## src/rtl/pfd_lockdet_pkg.sv

```systemverilog
package pfd_lockdet_pkg;

    // Rising-edge strobes of the two compared pulse trains
    typedef struct packed {
        logic fr;
        logic fv;
    } pfd_edges_t;

    // Detector phase, encoded as {up_q, dn_q}
    typedef enum logic [1:0] {
        PH_IDLE     = 2'b00,
        PH_VCO_LEAD = 2'b01,
        PH_REF_LEAD = 2'b10,
        PH_CLEAR    = 2'b11
    } pfd_phase_t;

    function automatic pfd_phase_t phase_of(input logic up_q, input logic dn_q);
        return pfd_phase_t'({up_q, dn_q});
    endfunction

    function automatic logic one_side_pending(input pfd_phase_t ph);
        return (ph == PH_REF_LEAD) || (ph == PH_VCO_LEAD);
    endfunction

endpackage

```

## src/rtl/pfd_edge_det.sv

```systemverilog
module pfd_edge_det #(
    parameter int CHANNELS = 2
) (
    input  logic                clk,
    input  logic                rst,
    input  logic [CHANNELS-1:0] sig,
    output logic [CHANNELS-1:0] rise
);
    logic [CHANNELS-1:0] sig_d;

    for (genvar i = 0; i < CHANNELS; i++) begin : g_ch
        always_ff @(posedge clk) begin
            if (rst) sig_d[i] <= 1'b0;
            else     sig_d[i] <= sig[i];
        end
        assign rise[i] = sig[i] & ~sig_d[i];
    end

endmodule

```

## src/rtl/pfd_core.sv

```systemverilog
module pfd_core
    import pfd_lockdet_pkg::*;
(
    input  logic       clk,
    input  logic       rst,
    input  logic       standby,
    input  pfd_edges_t rise,
    output logic       up_q,
    output logic       dn_q,
    output logic       up,
    output logic       dn,
    output logic       cp_hiz
);
    logic both;
    assign both = up_q & dn_q;

    always_ff @(posedge clk) begin
        if (rst || standby) begin
            up_q <= 1'b0;
            dn_q <= 1'b0;
        end else if (both) begin
            up_q <= 1'b0;
            dn_q <= 1'b0;
        end else begin
            up_q <= up_q | rise.fr;
            dn_q <= dn_q | rise.fv;
        end
    end

    assign up     = up_q & ~standby;
    assign dn     = dn_q & ~standby;
    assign cp_hiz = standby | ~(up_q | dn_q);

    // the overlap lasts one cycle only
    a_r3_overlap_one_cycle: assert property (@(posedge clk) disable iff (rst)
        (up_q && dn_q) |=> (!up_q && !dn_q));

    // stand-by empties the detector
    a_r8_standby_idle: assert property (@(posedge clk) disable iff (rst)
        standby |=> (!up_q && !dn_q));

endmodule

```

## src/rtl/pfd_phase_meter.sv

```systemverilog
module pfd_phase_meter
    import pfd_lockdet_pkg::*;
#(
    parameter int CNT_W    = 4,
    parameter int WIN_CLKS = 2
) (
    input  logic       clk,
    input  logic       rst,
    input  logic       standby,
    input  pfd_edges_t rise,
    input  logic       up_q,
    input  logic       dn_q,
    output logic       cmp_valid,
    output logic       in_win,
    output logic       over_win
);
    localparam logic [CNT_W-1:0] WIN_V = CNT_W'(WIN_CLKS);
    localparam logic [CNT_W-1:0] CNT_MAX = {CNT_W{1'b1}};

    pfd_phase_t       phase;
    logic             pending;
    logic             first_edge;
    logic             partner_edge;
    logic             same_edge;
    logic [CNT_W-1:0] gap_cnt;
    logic [CNT_W-1:0] err;

    assign phase   = phase_of(up_q, dn_q);
    assign pending = one_side_pending(phase);

    always_comb begin
        first_edge   = 1'b0;
        partner_edge = 1'b0;
        same_edge    = 1'b0;
        case (phase)
            PH_IDLE: begin
                same_edge  = rise.fr & rise.fv;
                first_edge = rise.fr ^ rise.fv;
            end
            PH_REF_LEAD: partner_edge = rise.fv;
            PH_VCO_LEAD: partner_edge = rise.fr;
            default: ;
        endcase
    end

    always_ff @(posedge clk) begin
        if (rst || standby)                begin gap_cnt <= '0; end
        else if (first_edge)               begin gap_cnt <= CNT_W'(1); end
        else if (pending && !partner_edge) begin
            if (gap_cnt != CNT_MAX) gap_cnt <= gap_cnt + CNT_W'(1);
        end
        else                               begin gap_cnt <= '0; end
    end

    assign err       = same_edge ? '0 : gap_cnt;
    assign cmp_valid = (partner_edge | same_edge) & ~standby;
    assign in_win    = err < WIN_V;
    assign over_win  = pending && (gap_cnt >= WIN_V) && !standby;

    // a comparison pending one cycle short of the window is flagged on the next edge
    a_r7_window_reached: assert property (@(posedge clk) disable iff (rst)
        (pending && !partner_edge && !standby && gap_cnt == WIN_V - CNT_W'(1))
            |=> (gap_cnt >= WIN_V && pending));

endmodule

```

## src/rtl/pfd_lock_qual.sv

```systemverilog
module pfd_lock_qual #(
    parameter int LOCK_RUNS = 4
) (
    input  logic clk,
    input  logic rst,
    input  logic standby,
    input  logic ld_en,
    input  logic cmp_valid,
    input  logic in_win,
    input  logic over_win,
    output logic ld
);
    localparam int LK_W = $clog2(LOCK_RUNS + 1);
    localparam logic [LK_W-1:0] RUNS_V = LK_W'(LOCK_RUNS);

    logic [LK_W-1:0] run_cnt;
    logic            hit;
    logic            miss;
    logic            locked;

    assign hit  = cmp_valid & in_win;
    assign miss = over_win | (cmp_valid & ~in_win);

    always_ff @(posedge clk) begin
        if (rst || standby)              run_cnt <= '0;
        else if (miss)                   run_cnt <= '0;
        else if (hit && run_cnt != RUNS_V) run_cnt <= run_cnt + LK_W'(1);
    end

    assign locked = (run_cnt == RUNS_V);
    assign ld     = standby | (ld_en & locked);

    // a miss leaves the flag's source low
    a_r7_miss_unlocks: assert property (@(posedge clk) disable iff (rst)
        miss |=> !locked);

    // lock is only reached on an in-window comparison
    a_r6_lock_on_hit: assert property (@(posedge clk) disable iff (rst)
        $rose(locked) |-> $past(hit));

endmodule

```

## src/rtl/pfd_lockdet.sv

```systemverilog
module pfd_lockdet
    import pfd_lockdet_pkg::*;
#(
    parameter int CNT_W     = 4,
    parameter int WIN_CLKS  = 2,
    parameter int LOCK_RUNS = 4
) (
    input  logic clk,
    input  logic rst,
    input  logic fr_in,
    input  logic fv_in,
    input  logic standby,
    input  logic ld_en,
    output logic up,
    output logic dn,
    output logic cp_hiz,
    output logic ld
);
    logic [1:0] rise_v;
    pfd_edges_t rise;
    logic       up_q;
    logic       dn_q;
    logic       cmp_valid;
    logic       in_win;
    logic       over_win;

    pfd_edge_det #(.CHANNELS(2)) u_edge (
        .clk  (clk),
        .rst  (rst),
        .sig  ({fr_in, fv_in}),
        .rise (rise_v)
    );

    assign rise = pfd_edges_t'(rise_v);

    pfd_core u_core (
        .clk     (clk),
        .rst     (rst),
        .standby (standby),
        .rise    (rise),
        .up_q    (up_q),
        .dn_q    (dn_q),
        .up      (up),
        .dn      (dn),
        .cp_hiz  (cp_hiz)
    );

    pfd_phase_meter #(.CNT_W(CNT_W), .WIN_CLKS(WIN_CLKS)) u_meter (
        .clk       (clk),
        .rst       (rst),
        .standby   (standby),
        .rise      (rise),
        .up_q      (up_q),
        .dn_q      (dn_q),
        .cmp_valid (cmp_valid),
        .in_win    (in_win),
        .over_win  (over_win)
    );

    pfd_lock_qual #(.LOCK_RUNS(LOCK_RUNS)) u_lock (
        .clk       (clk),
        .rst       (rst),
        .standby   (standby),
        .ld_en     (ld_en),
        .cmp_valid (cmp_valid),
        .in_win    (in_win),
        .over_win  (over_win),
        .ld        (ld)
    );

endmodule

```

## config.mk

```make
export PLATFORM = sky130hd
export DESIGN_NAME = pfd_lockdet
export DESIGN_NICKNAME = d
export VERILOG_FILES = /design/src/rtl/pfd_lockdet_pkg.sv /design/src/rtl/pfd_edge_det.sv /design/src/rtl/pfd_core.sv /design/src/rtl/pfd_phase_meter.sv /design/src/rtl/pfd_lock_qual.sv /design/src/rtl/pfd_lockdet.sv
export SDC_FILE = /design/constraint.sdc
export NUM_CORES = 1
export LEC_CHECK = 0
export BUFFER_PORTS_ARGS = -buffer_cell sky130_fd_sc_hd__buf_2
export CORE_MARGIN = 1.5
export CORE_UTILIZATION = 42
export CTS_BUF_LIST = sky130_fd_sc_hd__clkbuf_8
export CTS_CLUSTER_SIZE = 25
export DETAILED_ROUTE_END_ITERATION = 6
export GPL_TIMING_DRIVEN = 0
export PLACE_DENSITY = 0.61
export SYNTH_ARGS = -nofsm -noshare
export SYNTH_HDL_FRONTEND = slang
export SYNTH_SLANG_ARGS = --single-unit
```

## constraint.sdc

```tcl
create_clock -name clk -period 2.2 [get_ports clk]
set_clock_uncertainty 0.05 [all_clocks]
set_input_delay 0.44 -clock clk [delete_from_list [all_inputs] [get_ports clk]]
set_output_delay 0.44 -clock clk [all_outputs]
set_load 0.02 [all_outputs]
```

==> reports/results.ini <==
[global_routing]
grt_pass1_vias=539
antenna_found_initial=0
grtUsageTotal_pct=15.92
grt_pass1_wl_mm=2.180
grt-ovfl-total=0
grt_max_degree=8

[placed_design]
port-buffer-count=9
hpwl_mm=1.008
routabilityCongestion=0.7619

[timing]
rsz0062_at_grt=no
fin_crit_sh_pct=85.93
maxSlewViolCount=0
fmax_mhz=529.0
setup_tns_ns=0
relSlewSlack_pct=80.01
fin_crit_ns=1.890
final-setup-viol-count=0
whs_ns=0.3314
hold_violations=0
worstMarginPinSlew_ns=0.2998

[routing]
post_drt_wl_per_cell_um=11.90
wl_mm=1.261
drt_iter0_markers=15
first_pass_iters=4
num_vias=566
ant_nets=0
vias_per_cell=5.340
remaining_drc_errors=0

[pwr]
switching_share_pct=24.56
powerDensity_mw_per_mm2=585.2
total_leakage_power_nw=0.3465
p_switching_mw=0.1146
peakVddDrop_mv=0.2469
clkPwrFrac_pct=42.8
p_seq_share_pct=44.9
power_frac_comb_pct=12.3
p_int_mw=0.3518

[cts]
clockBufferDepth=2
cts-resized-gates=0
postCtsSetupRepairBufs=0
numCtsBuffers=3
cts_tree=built
clkLatencyLatePin_ns=0.24
cts-root-buf=clkbuf_8
h-tree-depth=1
clk_pin_slew_ns=0.05
cts.sinks=11
cts_hold_buf=0

[yosys]
yosysTopAreaCell=dfxtp_1
synth_nets=92
ys.warnings.count=0
synth_cells=77
yosysSeqAreaShare_pct=32.06
ys_async_sr_fraction_pct=0
synth-seq-cells=11
syn_area_per_cell_um2=8.921
yosys-top-cells-area=dfxtp_1 (32%), ha_1 (16%), nor2_1 (4.4%)
synth_common_cells=dfxtp_1 (11), ha_1 (9), nor2_1 (8)
ys_types=30
netlist.area_leader.share_pct=32.06
synth_edf_count=0
ys_dominant_reg_cell=dfxtp_1
netlist_area_um2=686.9
yosysMostFrequentCell=dfxtp_1

[worst_hold_path]
hold_class=in -> reg
holdCritStartpoint=rst

[worst_setup_path]
cp-end-kind=primary output
worst-endpoint-required_ns=1.71
r2r-start=u_edge.sig_d[0]
cpMaxStageDelayCell=dfxtp_1
r2r-end=u_lock.run_cnt[0]
cp_max_fo=4
max_stage_delay_ns=0.38
critical_path_class=reg -> out
cp.arrival_ns=1.40
r2r_cells=6
cp-endpoint=cp_hiz
r2r_slack_ns=0.44
crit_start=u_core.dn_q
crit_chain=inv_1 > ha_1 > or2_2 > buf_2
start_kind=register

[finish]
num-nets-final=106
drive_gt1_share_pct=21.11
diodes=0
area_growth_pct=16.03
final_core_util_pct=52.30

[run]
drv_cap=0

[floorplanning]
core_area_mm2=0.001524
die_y_um=43.44
die_w_um=43.44
initial_utilization_pct=45.07
num_rows=14
design.die.area_mm2=0.001887
num_io_pins=10

[outcome]
status=complete, no violations

## worst min-delay path by stage
| stage | end | slack, ns | cells past startpoint |
|---|---|---|---|
| after global placement | u_lock.run_cnt[0] | 0.45 | 2 |
| after CTS | u_edge.sig_d[0] | 0.33 | 2 |
| after floorplan | u_lock.run_cnt[0] | 0.42 | 2 |
| after global routing | u_edge.sig_d[1] | 0.34 | 2 |
| final | u_edge.sig_d[1] | 0.33 | 2 |
| after detailed placement | u_lock.run_cnt[1] | 0.45 | 2 |
## cell usage in the layout, fill, tap and decap left out, types with 2 or more instances in the layout
cell type  instances
dfxtp_1           11
ha_1               9
buf_2              9
nor2_1             8
inv_1              7
nand2_1            5
nand3_1            5
nor2b_1            4
nor3_1             4
clkbuf_8           3
nand4b_1           2
o21ai_0            2
a21boi_1           2
## per-layer routing
layer	wire length (µm)	GRT usage [%]	up-vias	share of wire, %
li1	-	-	299	-
met4	7	8.485	0	0.56
met1	638	19.64	258	51
met2	584	25.67	6	46
met5	0	0	-	0
met3	30	3.750	3	2.4
## state kept, by name (all words and copies together), names as in the netlist
signal and flops:
u_core.up_q 1, u_lock.run_cnt 3, u_core.dn_q 1, u_meter.gap_cnt 4, u_edge.sig_d 2
## critical path: cells and delay by family (launching register included)
family / cells / cell delay, ns
adder cells (fa/ha/maj): 1 / 0.23
buffers and inverters: 2 / 0.26
flip-flops: 1 / 0.38
AND/OR/NAND/NOR: 1 / 0.29
## per-stage QoR
step	power [mW]	instance area (µm²)	setup WS (ns)	instances
2_1_floorplan	0.2524	686.9	0.5698	77
3_3_place_gp	0.2697	752.0	0.2755	102
3_5_place_dp	0.2708	752.0	0.1810	102
4_1_cts	0.4739	797.0	0.3145	106
5_1_grt	0.4918	797.0	0.2558	106
6_report	0.4664	797.0	0.3096	106
## final cells by class
cell class / count / area [µm²]
inverter: 6 / 22.52
multi-input combinational: 59 / 440.4
timing repair buffer: 9 / 45.04
sequential: 11 / 220.2
buffer: 1 / 3.754
clock inverter: 1 / 3.754
tap: 16 / 20.02
fill: 152 / 726.9
clock buffer: 3 / 41.29
## kinds of logic (layout without fill, tap and decap cells)
family	after synthesis	count (layout)	share of synthesized area, %
buffers and inverters	7	20	3.824
DFF	11	11	32.06
AOI/OAI and AO/OA	12	12	16.21
and+or+nand+nor	36	36	28.78
muxes	1	1	1.457
xor gates and xnor gates	1	1	1.275
adders and majority gates	9	9	16.39
## power groups by stage
stage / Combinational (mW) / Sequential (mW) / Clock (mW)
after global placement: 0.0564 / 0.213 / 0
final: 0.0573 / 0.209 / 0.200
after detailed placement: 0.0572 / 0.214 / 0
after global routing: 0.0648 / 0.210 / 0.217
after CTS: 0.0574 / 0.209 / 0.207
after floorplan: 0.0401 / 0.212 / 0
(Power assumes the default switching activity.)
